$ cat src/rtl/excCoprocPkg.sv
package excCoprocPkg;
  localparam int REG_BADADDR = 8;
  localparam int REG_STATUS  = 12;
  localparam int REG_CAUSE   = 13;
  localparam int REG_EPC     = 14;

  localparam int          EXC_CODE_W = 5;
  localparam int          MASK_LSB   = 8;
  localparam int          CODE_LSB   = 2;
  localparam logic [31:0] VECTOR_PC  = 32'h8000_0080;

  localparam logic [EXC_CODE_W-1:0] CODE_IRQ   = 5'd0;
  localparam logic [EXC_CODE_W-1:0] CODE_LOAD  = 5'd4;
  localparam logic [EXC_CODE_W-1:0] CODE_STORE = 5'd5;

  // strobes from control to the register datapath
  typedef struct packed {
    logic                  enter;
    logic                  fault;
    logic [EXC_CODE_W-1:0] code;
    logic                  pop;
    logic                  wrStatus;
    logic                  wrCause;
    logic                  wrEpc;
  } ctlStrobe_t;
endpackage

$ cat src/rtl/excCoprocCtrl.sv
module excCoprocCtrl
  import excCoprocPkg::*;
#(
  parameter int DATA_W = 32,
  parameter int SEL_W  = 5
) (
  input  logic              ieCur,
  input  logic              kuCur,
  input  logic              irqHit,
  input  logic              memReq,
  input  logic              memWrite,
  input  logic              memAddrTop,
  input  logic              retStrobe,
  input  logic              mtEn,
  input  logic [SEL_W-1:0]  mtSel,
  output ctlStrobe_t        strobe,
  output logic              takeExc,
  output logic [DATA_W-1:0] redirectPc
);
  logic addrFault;
  logic irqTake;
  logic anyTake;

  always_comb begin
    addrFault = memReq & kuCur & memAddrTop;
    irqTake   = ieCur & irqHit;
    anyTake   = addrFault | irqTake;

    strobe.enter    = anyTake;
    strobe.fault    = addrFault;
    strobe.code     = addrFault ? (memWrite ? CODE_STORE : CODE_LOAD) : CODE_IRQ;
    strobe.pop      = retStrobe & ~anyTake;
    strobe.wrStatus = mtEn & ~anyTake & ~retStrobe & (mtSel == SEL_W'(REG_STATUS));
    strobe.wrCause  = mtEn & ~anyTake & (mtSel == SEL_W'(REG_CAUSE));
    strobe.wrEpc    = mtEn & ~anyTake & (mtSel == SEL_W'(REG_EPC));

    takeExc    = anyTake;
    redirectPc = anyTake ? DATA_W'(VECTOR_PC) : '0;
  end
endmodule

$ cat src/rtl/excCoprocRegs.sv
module excCoprocRegs
  import excCoprocPkg::*;
#(
  parameter int DATA_W      = 32,
  parameter int SEL_W       = 5,
  parameter int HW_IRQ_N    = 6,
  parameter int SW_IRQ_N    = 2,
  parameter int STACK_DEPTH = 3
) (
  input  logic                clk,
  input  logic                rstN,
  input  ctlStrobe_t          strobe,
  input  logic [HW_IRQ_N-1:0] hwIrq,
  input  logic [DATA_W-1:0]   mtData,
  input  logic [DATA_W-1:0]   instPc,
  input  logic [DATA_W-1:0]   memAddr,
  input  logic [SEL_W-1:0]    mfSel,
  output logic [DATA_W-1:0]   mfData,
  output logic [DATA_W-1:0]   statusWord,
  output logic [DATA_W-1:0]   causeWord,
  output logic [DATA_W-1:0]   epcReg,
  output logic [DATA_W-1:0]   badReg,
  output logic                ieCur,
  output logic                kuCur,
  output logic                irqHit
);
  localparam int IRQ_N = HW_IRQ_N + SW_IRQ_N;
  localparam int STK_W = 2 * STACK_DEPTH;

  logic [STK_W-1:0]      stack;
  logic [IRQ_N-1:0]      mask;
  logic [HW_IRQ_N-1:0]   hwPend;
  logic [SW_IRQ_N-1:0]   softPend;
  logic [EXC_CODE_W-1:0] code;
  logic [STK_W-1:0]      pushVal;
  logic [STK_W-1:0]      popVal;

  // each level is a (mode, enable) pair; level 0 is current
  for (genvar lvl = 0; lvl < STACK_DEPTH; lvl++) begin : g_lvl
    if (lvl == 0) begin : g_pushBase
      assign pushVal[1:0] = 2'b00;
    end else begin : g_pushShift
      assign pushVal[2*lvl +: 2] = stack[2*(lvl-1) +: 2];
    end
    if (lvl == STACK_DEPTH - 1) begin : g_popTop
      assign popVal[2*lvl +: 2] = stack[2*lvl +: 2];
    end else begin : g_popShift
      assign popVal[2*lvl +: 2] = stack[2*(lvl+1) +: 2];
    end
  end

  always_ff @(posedge clk) begin
    if (!rstN) begin
      stack    <= '0;
      mask     <= '0;
      hwPend   <= '0;
      softPend <= '0;
      code     <= '0;
      epcReg   <= '0;
      badReg   <= '0;
    end else begin
      hwPend <= hwIrq;
      if (strobe.enter) begin
        stack  <= pushVal;
        code   <= strobe.code;
        epcReg <= instPc;
        if (strobe.fault) badReg <= memAddr;
      end else begin
        if (strobe.pop) stack <= popVal;
        if (strobe.wrStatus) begin
          stack <= mtData[STK_W-1:0];
          mask  <= mtData[MASK_LSB +: IRQ_N];
        end
        if (strobe.wrCause) softPend <= mtData[MASK_LSB +: SW_IRQ_N];
        if (strobe.wrEpc)   epcReg   <= mtData;
      end
    end
  end

  always_comb begin
    statusWord = '0;
    statusWord[MASK_LSB +: IRQ_N] = mask;
    statusWord[STK_W-1:0] = stack;

    causeWord = '0;
    causeWord[MASK_LSB +: IRQ_N] = {hwPend, softPend};
    causeWord[CODE_LSB +: EXC_CODE_W] = code;

    ieCur  = stack[0];
    kuCur  = stack[1];
    irqHit = |({hwPend, softPend} & mask);

    case (mfSel)
      SEL_W'(REG_BADADDR): mfData = badReg;
      SEL_W'(REG_STATUS):  mfData = statusWord;
      SEL_W'(REG_CAUSE):   mfData = causeWord;
      SEL_W'(REG_EPC):     mfData = epcReg;
      default:             mfData = '0;
    endcase
  end
endmodule

$ cat src/rtl/excCoproc.sv
module excCoproc
  import excCoprocPkg::*;
#(
  parameter int DATA_W      = 32,
  parameter int SEL_W       = 5,
  parameter int HW_IRQ_N    = 6,
  parameter int SW_IRQ_N    = 2,
  parameter int STACK_DEPTH = 3
) (
  input  logic                clk,
  input  logic                rstN,
  input  logic [HW_IRQ_N-1:0] hwIrq,
  input  logic [SEL_W-1:0]    mfSel,
  output logic [DATA_W-1:0]   mfData,
  input  logic                mtEn,
  input  logic [SEL_W-1:0]    mtSel,
  input  logic [DATA_W-1:0]   mtData,
  input  logic [DATA_W-1:0]   instPc,
  input  logic                memReq,
  input  logic                memWrite,
  input  logic [DATA_W-1:0]   memAddr,
  input  logic                retStrobe,
  output logic                takeExc,
  output logic [DATA_W-1:0]   redirectPc
);
  ctlStrobe_t        strobe;
  logic [DATA_W-1:0] statusWord;
  logic [DATA_W-1:0] causeWord;
  logic [DATA_W-1:0] epcReg;
  logic [DATA_W-1:0] badReg;
  logic              ieCur;
  logic              kuCur;
  logic              irqHit;

  excCoprocCtrl #(.DATA_W(DATA_W), .SEL_W(SEL_W)) u_ctrl (
    .ieCur(ieCur), .kuCur(kuCur), .irqHit(irqHit),
    .memReq(memReq), .memWrite(memWrite), .memAddrTop(memAddr[DATA_W-1]),
    .retStrobe(retStrobe), .mtEn(mtEn), .mtSel(mtSel),
    .strobe(strobe), .takeExc(takeExc), .redirectPc(redirectPc)
  );

  excCoprocRegs #(
    .DATA_W(DATA_W), .SEL_W(SEL_W), .HW_IRQ_N(HW_IRQ_N),
    .SW_IRQ_N(SW_IRQ_N), .STACK_DEPTH(STACK_DEPTH)
  ) u_regs (
    .clk(clk), .rstN(rstN), .strobe(strobe), .hwIrq(hwIrq),
    .mtData(mtData), .instPc(instPc), .memAddr(memAddr),
    .mfSel(mfSel), .mfData(mfData),
    .statusWord(statusWord), .causeWord(causeWord),
    .epcReg(epcReg), .badReg(badReg),
    .ieCur(ieCur), .kuCur(kuCur), .irqHit(irqHit)
  );
endmodule

$ cat config.mk
export PLATFORM = sky130hd
export DESIGN_NAME = excCoproc
export DESIGN_NICKNAME = d
export VERILOG_FILES = /design/src/rtl/excCoprocPkg.sv /design/src/rtl/excCoprocCtrl.sv /design/src/rtl/excCoprocRegs.sv /design/src/rtl/excCoproc.sv
export SDC_FILE = /design/constraint.sdc
export NUM_CORES = 1
export LEC_CHECK = 0
export BUFFER_PORTS_ARGS = -buffer_cell sky130_fd_sc_hd__buf_2
export CELL_PAD_IN_SITES_DETAIL_PLACEMENT = 0
export CELL_PAD_IN_SITES_GLOBAL_PLACEMENT = 1
export CORE_UTILIZATION = 32
export DETAILED_ROUTE_END_ITERATION = 8
export PLACE_DENSITY_LB_ADDON = 0.1
export SYNTH_ARGS = -nofsm -noshare
export SYNTH_HDL_FRONTEND = slang
export SYNTH_SLANG_ARGS = --single-unit
$ cat constraint.sdc
create_clock -name clk -period 1.56 [get_ports clk]
set_clock_uncertainty 0.1 [all_clocks]
set_input_delay 0.078 -clock clk [delete_from_list [all_inputs] [get_ports clk]]
set_output_delay 0.078 -clock clk [all_outputs]
set_load 0.005 [all_outputs]
== After elaboration in Yosys (flattened, before gate mapping) ==
Cells that the tools add are included.
Cells by class
  bitwise operators: 14
  equal/unequal tests: 7
  reductions and logical operators: 9
  mux-type cells: 9
Operators with widths (count)
  $pmux W32 S4: 1
  $mux W32: 3
  $eq A5 B4 Y1 const B: 7
  $mux W6: 2
  $and A1 B1 Y1: 9
  $and A8 B8 Y8: 1
  $reduce_or A8 Y1: 1
  $reduce_and A2 Y1: 3
  $reduce_bool A2 Y1: 3
  $mux W5: 1
  $mux W4: 1
  $not A1 Y1: 3
  $reduce_bool A3 Y1: 1
  $reduce_or A2 Y1: 1
  $mux W1: 1
  $or A1 B1 Y1: 1
Storage, ports and cells
  input bits: 118
  logic and storage cells: 48
  register bits after elaboration: 91
  output and inout bits: 65

== Depth between registers and ports, before layout ==
Gate-level depths: netlist (run 1).
  word-level depth: 10
  gate-level depth with buffers: 7
  mapped depth without buffers: 6

== Modules after synthesis ==
Synthesis (run 1) repeated with hierarchy kept, for this count alone.
Unflattened totals
  cell total of the unflattened synthesis: 594
  area, all modules: 5043.6 µm²
Modules (own cells, without submodules)
  excCoprocRegs: times used 1, cells each 544, seq. area each 1821.7 µm², area each 4677.0 µm²
  excCoprocCtrl: times used 1, cells each 50, seq. area each 0.0 µm², area each 366.6 µm²

== Least setup slack after synthesis (run 1) ==
No wires, ideal clock.
  kind: flip-flop to flip-flop
  start point: register u_regs.softPend[0]
  end point: register u_regs.epcReg[10]
  clock period less this slack: 1.516 ns
  path slack: 0.044 ns
  library setup time: 0.146 ns
  buffers on the path: 2
  required time: 1.314 ns
  cell stages (with the launch flop): 8
  arrival: 1.270 ns
  path through: dfxtp_1 a22oi_1 nand2_1 o21ai_2 and2_1 buf_2 buf_4 a211oi_2
Between the ends
  cells in the longest elaborated chain, start to end: 8
  elaborated cells on any way between the ends: 9
  classes of those cells: mux: 1; bitwise: 6; reduce/logical: 2
Ends and longest elaborated chain
  start: declaration: RTL line excCoprocRegs.sv:33  | logic [SW_IRQ_N-1:0] softPend;
  start signal: assignment: RTL line excCoprocRegs.sv:74  | if (strobe.wrCause) softPend <= mtData[MASK_LSB +: SW_IRQ_N];
  $and A8 B8 Y8 (*): RTL line excCoprocRegs.sv:91  | irqHit = |({hwPend, softPend} & mask);
  $reduce_or A8 Y1 (*): RTL line excCoprocRegs.sv:91
  $and A1 B1 Y1 (*): RTL line excCoprocCtrl.sv:26  | irqTake = ieCur & irqHit;
  $or A1 B1 Y1 (*): RTL line excCoprocCtrl.sv:27  | anyTake = addrFault | irqTake;
  $not A1 Y1 (no line)
  $and A1 B1 Y1 (2 in series): RTL line excCoprocCtrl.sv:35  | strobe.wrEpc = mtEn & ~anyTake & (mtSel == SEL_W'(REG_EPC));
  $reduce_bool A2 Y1 (no line)
  end signal: assignment: RTL line excCoprocRegs.sv:66  | epcReg <= instPc;
  end signal: assignment: RTL line excCoprocRegs.sv:75  | if (strobe.wrEpc) epcReg <= mtData;
  end: declaration: RTL line excCoprocRegs.sv:21  | output logic [DATA_W-1:0] epcReg,
Mark *: on every way between the ends. The rest lies on a longest branch, timed or not.
A chain may end at the register's enable or synchronous reset.

== Worst setup path in the final report (run 1) ==
  start point: register u_regs.mask[6]
  end point: output redirectPc[31]
Between the ends
  cells in the longest elaborated chain, start to end: 5
Ends and longest elaborated chain
  start: declaration: RTL line excCoprocRegs.sv:31  | logic [IRQ_N-1:0] mask;
  start signal: assignment: RTL line excCoprocRegs.sv:72  | mask <= mtData[MASK_LSB +: IRQ_N];
  $and A8 B8 Y8: RTL line excCoprocRegs.sv:91
  $reduce_or A8 Y1: RTL line excCoprocRegs.sv:91
  $and A1 B1 Y1: RTL line excCoprocCtrl.sv:26
  $or A1 B1 Y1: RTL line excCoprocCtrl.sv:27
  $mux W32: RTL line excCoprocCtrl.sv:38  | redirectPc = anyTake ? DATA_W'(VECTOR_PC) : '0;
  end: declaration: RTL line excCoproc.sv:24  | output logic [DATA_W-1:0] redirectPc
No other way between the ends.

==> results.json, run 1 <==
{
  "path_clk_slew_ns": 0.06,
  "placed_area_um2": 5613,
  "diodes": 0,
  "setup_slack_ns": -0.1790,
  "design_power_total_uw": 4952,
  "route.vias.total": 4660,
  "hold_depth": 3,
  "layout-drive-gt1-share_pct": 40.26,
  "grt_overflow": 0,
  "max_cap_violations": 0,
  "ios": 183,
  "worst-path-max-fanout": 4,
  "ff2ff_path_depth": 7,
  "wl_mm": 16.38,
  "hp-class": "input pin to register",
  "ys_ff_latch": 88,
  "startpoint_type": "register",
  "wl_per_cell_um": 17.14,
  "viasPerCell": 4.874,
  "r2r_slack_ns": -0.17,
  "sw_frac_of_total_pct": 24.03,
  "syn-instance-count": 509,
  "synth_cell_types": 37,
  "leakage_uw": 0.003092,
  "period_share_pct": 111.5,
  "post-route-drc-count": 0,
  "antenna_found_initial": 0,
  "status": "finished with violations",
  "rr_endpoint": "u_regs.epcReg[25]",
  "internal_power_uw": 3762,
  "pwr_density_cell_nw_per_um2": 665.7,
  "port_buffers": 152,
  "yosysSeqAreaShare_pct": 39.10,
  "whs_ns": 0.01468,
  "power_frac_comb_pct": 12.8,
  "whs_endpoint": "u_regs.epcReg[18]",
  "switchingPower_uw": 1190,
  "post-route-min-period_ns": 1.739,
  "cp.arrival_ns": 1.56,
  "final_cell_area_um2": 7440,
  "initial_core_util_pct": 33.36,
  "cts_max_level": 3,
  "final_hold_viol_count": 0,
  "cts_buffer_depth": 2,
  "r2r_start": "u_regs.mask[6]",
  "finalSetupTns_ns": -3.815,
  "seqPwrFrac_pct": 46.7,
  "place_hpwl_mm": 10.12,
  "syn_avg_cell_area_um2": 8.852,
  "core-area_um2": 13510,
  "max_freq_mhz": 575.0,
  "postRouteAntennaNets": 0,
  "synthesis.area_um2": 4506,
  "die_area_um2": 14560,
  "rows": 42,
  "die_y_um": 120.7,
  "die_w_um": 120.7,
  "place.gp.congestion": 0.7851,
  "holdCritStartpoint": "mtData[18]",
  "final-setup-viol-count": 57,
  "numCtsBuffers": 9,
  "clock-root-buffer": "clkbuf_16",
  "power.share.clock_pct": 40.5,
  "grt_pass1_wl_mm": 24.63,
  "cp-end-kind": "output pin",
  "cts_tree": "yes",
  "crit_type": "register to output pin",
  "violations": "negative setup slack",
  "cts.sinks": 88,
  "layout.nets": 893,
  "ir_worst_vdd_uv": 382.6,
  "finalMaxSlewViolations": 0,
  "drt_iter0_drc": 259,
  "grt_pass1_vias": 4582,
  "grt_util_all_layers_pct": 22.15,
  "grt_setup_unrepaired": "yes",
  "detail_route.first_pass.iterations": 6,
  "clk_latency_ns": 0.34,
  "grt_max_degree": 41,
  "area_growth_syn_to_layout_pct": 65.12,
  "yosysWarnings": 0,
  "cp_data_required_time_ns": 1.38,
  "postLayoutCoreUtil_pct": 55.09
}
==> power groups by stage <==
stage	combinational, µW	clock, µW	sequential (µW)
2_1_floorplan	232	0	2350
3_3_place_gp	422	0	2360
3_5_place_dp	423	0	2360
4_1_cts	601	2060	2310
5_1_grt	684	2170	2310
6_report	635	2010	2310
==> routing by layer <==
layer / global-route usage [%] / part of all wire, % / vias up
met2: 36.03 / 47 / 170
met3: 3.679 / 5.6 / 14
met1: 29.76 / 46 / 2200
met5: 0 / 0 / -
met4: 7.022 / 1.3 / 0
li1: - / - / 2276
==> worst max-delay path, cell delays in order, from the launching register on <==
cell and delay [ns]:
dfxtp_2 0.32, a22oi_2 0.20, nand2_2 0.08, o21ai_4 0.18, and2_4 0.18, buf_12 0.11, inv_8 0.03, buf_6 0.10
==> layout by cell type (no fill, tap or decap), types with 5 or more instances in the layout <==
master / synthesis / routed
buf_6: 1 / 19
clkbuf_16: 0 / 14
buf_4: 37 / 24
a222oi_1: 10 / 10
nand2_1: 116 / 113
dfxtp_1: 88 / 81
buf_12: 3 / 17
nor2_1: 5 / 5
dlygate4sd3_1: 0 / 81
dfxtp_2: 0 / 7
conb_1: 1 / 30
a22o_1: 18 / 18
and2_1: 7 / 6
a21oi_1: 68 / 48
a211oi_2: 30 / 31
a21oi_2: 0 / 11
buf_2: 11 / 147
mux2i_1: 49 / 49
o21ai_0: 9 / 8
a21oi_4: 0 / 9
==> sequential cells by signal (all words and copies together) (netlist names) <==
name / cells
u_regs.hwPend: 6
u_regs.stack: 6
u_regs.code: 2
u_regs.softPend: 2
u_regs.mask: 8
u_regs.badReg: 32
u_regs.epcReg: 32
==> cells in the mapped netlist, drive strengths merged <==
cell type    n  area share [%]
nand2      117             9.8
a311oi       2            0.39
nand3        2            0.22
o21ai       10             1.2
and3         5            0.69
nor3         1            0.22
and2         7            0.97
and4b        1            0.22
a22o        18             3.5
a21oi       68             7.6
clkbuf      21             1.7
a211oi      32             8.7
dfxtp       88              39
a31oi        2            0.28
a222oi      10             2.2
and4bb       1            0.28
nor3b        1            0.28
mux2i       49              11
nor2b        2            0.28
nand4        1            0.14
conb         1           0.083
clkinv       1           0.083
buf         53             9.1
inv          3            0.25
a221o        1            0.22
a22oi        4            0.67
and4         1            0.19
mux2         1            0.25
nor2         6            0.56
==> cell type report <==
class / count / area (µm²)
Clock inverter: 4 / 20.02
Fill cell: 1295 / 6066
Timing Repair Buffer: 300 / 2579
Clock buffer: 12 / 246.5
Multi-Input combinational cell: 372 / 2581
Inverter: 4 / 22.52
Sequential cell: 88 / 1770
Tap cell: 176 / 220.2
==> worst max path at each step <==
stage / to / cells after the start / start
global placement: mfData[2] / 8 / mfSel[0]
finish: redirectPc[31] / 7 / u_regs.mask[6]
floorplan: u_regs.epcReg[10] / 7 / u_regs.softPend[0]
detailed placement: mfData[2] / 8 / mfSel[0]
global route: redirectPc[31] / 7 / u_regs.mask[6]
CTS: redirectPc[31] / 7 / u_regs.mask[3]
==> logic make-up after synthesis <==
kind of cell | after synthesis | share of synthesized area [%]
other | 1 | 0.08323
AO/OA/AOI/OAI | 147 | 24.69
flip-flops | 88 | 39.10
AND/OR/NAND/NOR | 145 | 13.86
buffers and inverters | 78 | 11.14
multiplexers | 50 | 11.14
==> what timing repair did <==
item                                    in CTS  in global routing
endpoints found under the hold margin       81                  1
hold buffers                                80                  1
endpoints found under the setup margin      65                 80
resized for setup                           38                 55
cloned                                       5                  5
pin swaps                                   15                 55
buffers inserted                             6                 14
==> per-stage QoR <==
step | std cells | worst slack (ns)
2_1_floorplan | 538 | 0.04407
4_1_cts | 940 | -0.1800
6_report | 956 | -0.1790
3_5_place_dp | 833 | -0.1511
5_1_grt | 956 | -0.2521
3_3_place_gp | 833 | -0.1903
Note: power is estimated with default switching activity, not from simulation.
==> inputs of run 2 (changes only) <==
--- a/config.mk
+++ b/config.mk
@@ -6,9 +6,9 @@
 export NUM_CORES = 1
 export LEC_CHECK = 0
 export BUFFER_PORTS_ARGS = -buffer_cell sky130_fd_sc_hd__buf_2
-export CELL_PAD_IN_SITES_DETAIL_PLACEMENT = 0
-export CELL_PAD_IN_SITES_GLOBAL_PLACEMENT = 1
-export CORE_UTILIZATION = 32
+export CELL_PAD_IN_SITES_DETAIL_PLACEMENT = 1
+export CELL_PAD_IN_SITES_GLOBAL_PLACEMENT = 2
+export CORE_UTILIZATION = 25
 export DETAILED_ROUTE_END_ITERATION = 8
 export PLACE_DENSITY_LB_ADDON = 0.1
 export SYNTH_ARGS = -nofsm -noshare
==> run 2 against run 1 <==
  * The run still ends with negative setup slack left
  * Wire length is 7.5% higher
  * Combinational power is 0.8% higher
  * Flip-flop and latch count stayed put
  * Count of clock-buffer cells in the layout stayed put
  * Core utilization is 13 points lower
  * Sequential power hardly changed
  * Critical path depth stayed put
  * First-iteration DRC count is 10% lower
==> results.json, run 2 (synthesis gave the netlist of run 1 again) <==
{
  "status": "finished with violations",
  "violations": "negative setup slack",
  "grt_util_all_layers_pct": 19.41,
  "layout.nets": 897,
  "multi_input_area_um2": 2452,
  "wl_met2_mm": 8.229,
  "place_hpwl_mm": 12.37,
  "drt_iter0_drc": 233,
  "ir_worst_vdd_uv": 506.0,
  "antenna_found_initial": 0,
  "startpoint_type": "register",
  "fin_cells": 1008,
  "grt_pass1_vias": 4901,
  "grt_overflow": 0,
  "wl_met3_um": 768,
  "initial_core_util_pct": 25.78,
  "cts_tree": "yes",
  "cts.sinks": 88,
  "place.gp.congestion": 0.7808,
  "max_cap_violations": 0,
  "die_y_um": 136.2,
  "dr.max_layer_used": "met4",
  "post-route-min-period_ns": 1.735,
  "hp-class": "input pin to register",
  "clock-root-buffer": "clkbuf_16",
  "port_buffers": 152,
  "seq_area_um2": 1769,
  "die_w_um": 136.2,
  "whs_ns": 0.01126,
  "setup_slack_ns": -0.1749,
  "pwr_density_cell_nw_per_um2": 681.3,
  "layout-drive-gt1-share_pct": 38.95,
  "finalMaxSlewViolations": 0,
  "final_hold_viol_count": 0,
  "final-setup-viol-count": 53,
  "grt_pass1_wl_mm": 27.03,
  "leakage_uw": 0.003059,
  "final_common_cell": "buf_2",
  "path_clk_slew_ns": 0.06,
  "wl_met1_mm": 8.381,
  "max_freq_mhz": 576.4,
  "wl_mm": 17.61,
  "cp-end-kind": "output pin",
  "rows": 48,
  "grt_setup_unrepaired": "yes",
  "crit_type": "register to output pin",
  "cp.arrival_ns": 1.56,
  "route.vias.total": 4698,
  "postRouteAntennaNets": 0,
  "top_regs": "u_regs.badReg: 32 flops, u_regs.epcReg: 32 flops, u_regs.mask: 8 flops",
  "ios": 183,
  "post-route-drc-count": 0,
  "dp_cells": 900,
  "cts_max_level": 3,
  "viasPerCell": 4.661,
  "layout_common_cells": "145 x buf_2, 105 x nand2_1, 82 x dfxtp_1",
  "area_growth_syn_to_layout_pct": 61.73,
  "cp_data_required_time_ns": 1.38,
  "nFillCells": 2044,
  "clk_latency_ns": 0.35,
  "core-area_um2": 17480,
  "wl_per_cell_um": 17.47,
  "worst-path-max-fanout": 4,
  "die_area_um2": 18560,
  "numCtsBuffers": 9,
  "grt_max_degree": 41,
  "period_share_pct": 111.2,
  "detail_route.first_pass.iterations": 5,
  "diodes": 0,
  "cts_buffer_depth": 2
}
[run 2: cell types whose count changed in the layout (fill, tap and decap cells not counted), moves of 4 or more]
cell,before,now
a21oi_1,48,68
a21oi_2,11,0
a21oi_4,9,0
buf_4,24,40
buf_6,19,15
clkbuf_16,14,10
nand2_1,113,105
nand2_2,4,12
[run 2: final timing paths]
path | start | endpoint | slack [ns] | depth (start not counted)
worst max-delay path | u_regs.hwPend[0] | takeExc | -0.17 | 7
worst min register to register | u_regs.badReg[25] | u_regs.badReg[25] | 0.36 | 2
worst max register to register | u_regs.hwPend[0] | u_regs.epcReg[18] | -0.14 | 7
worst min-delay path | instPc[2] | u_regs.epcReg[2] | 0.01 | 3
[run 2: timing repair]
item,in CTS,in global routing
endpoints found under the hold margin,80,0
cloned,2,1
endpoints found under the setup margin,83,74
resized for setup,34,29
hold buffers,79,0
setup buffers,8,4
pin swaps,16,18
[run 2: critical path, stage by stage, from the launching register on]
cell and delay [ns]:
dfxtp_1 0.35, a22oi_1 0.19, nand2_2 0.09, o21ai_4 0.16, and2_4 0.18, buf_12 0.11
inv_8 0.03, buf_6 0.10
[run 2: power breakdown]
part	leakage, µW	internal, µW	switching, µW	total (µW)
combinational	0.00221	367	273	640
clock	0.000132	1110	899	2010
sequential	0.000715	2290	27.4	2310
[run 2: per-layer routing]
| metal | vias up | GRT usage (%) |
|---|---|---|
| met5 | - | 0 |
| met4 | 0 | 6.235 |
| met3 | 15 | 2.796 |
| met2 | 134 | 32.35 |
| met1 | 2263 | 25.57 |
| li1 | 2286 | - |
[run 2: final cells by class]
class                           instances  share of cell area, %
Timing Repair Buffer                  304                  34.25
Multi-Input combinational cell        372                  33.65
Inverter                                4                 0.3091
Sequential cell                        88                  24.28
Clock buffer                           12                  3.383
Tap cell                              225                  3.863
Clock inverter                          3                 0.2576
[run 2: metrics by stage]
step           power [µW]  utilization [%]  worst slack (ns)  setup TNS (ns)  area, µm²
5_1_grt              5181            41.70           -0.2611          -10.26       7287
6_report             4965            41.70           -0.1749          -4.467       7287
3_3_place_gp         2808            33.38           -0.3467          -7.970       5834
4_1_cts              5021            40.81           -0.2215          -7.922       7133
3_5_place_dp         2812            33.38           -0.4254          -11.39       5834
2_1_floorplan        2583                -           0.04407               0       4614
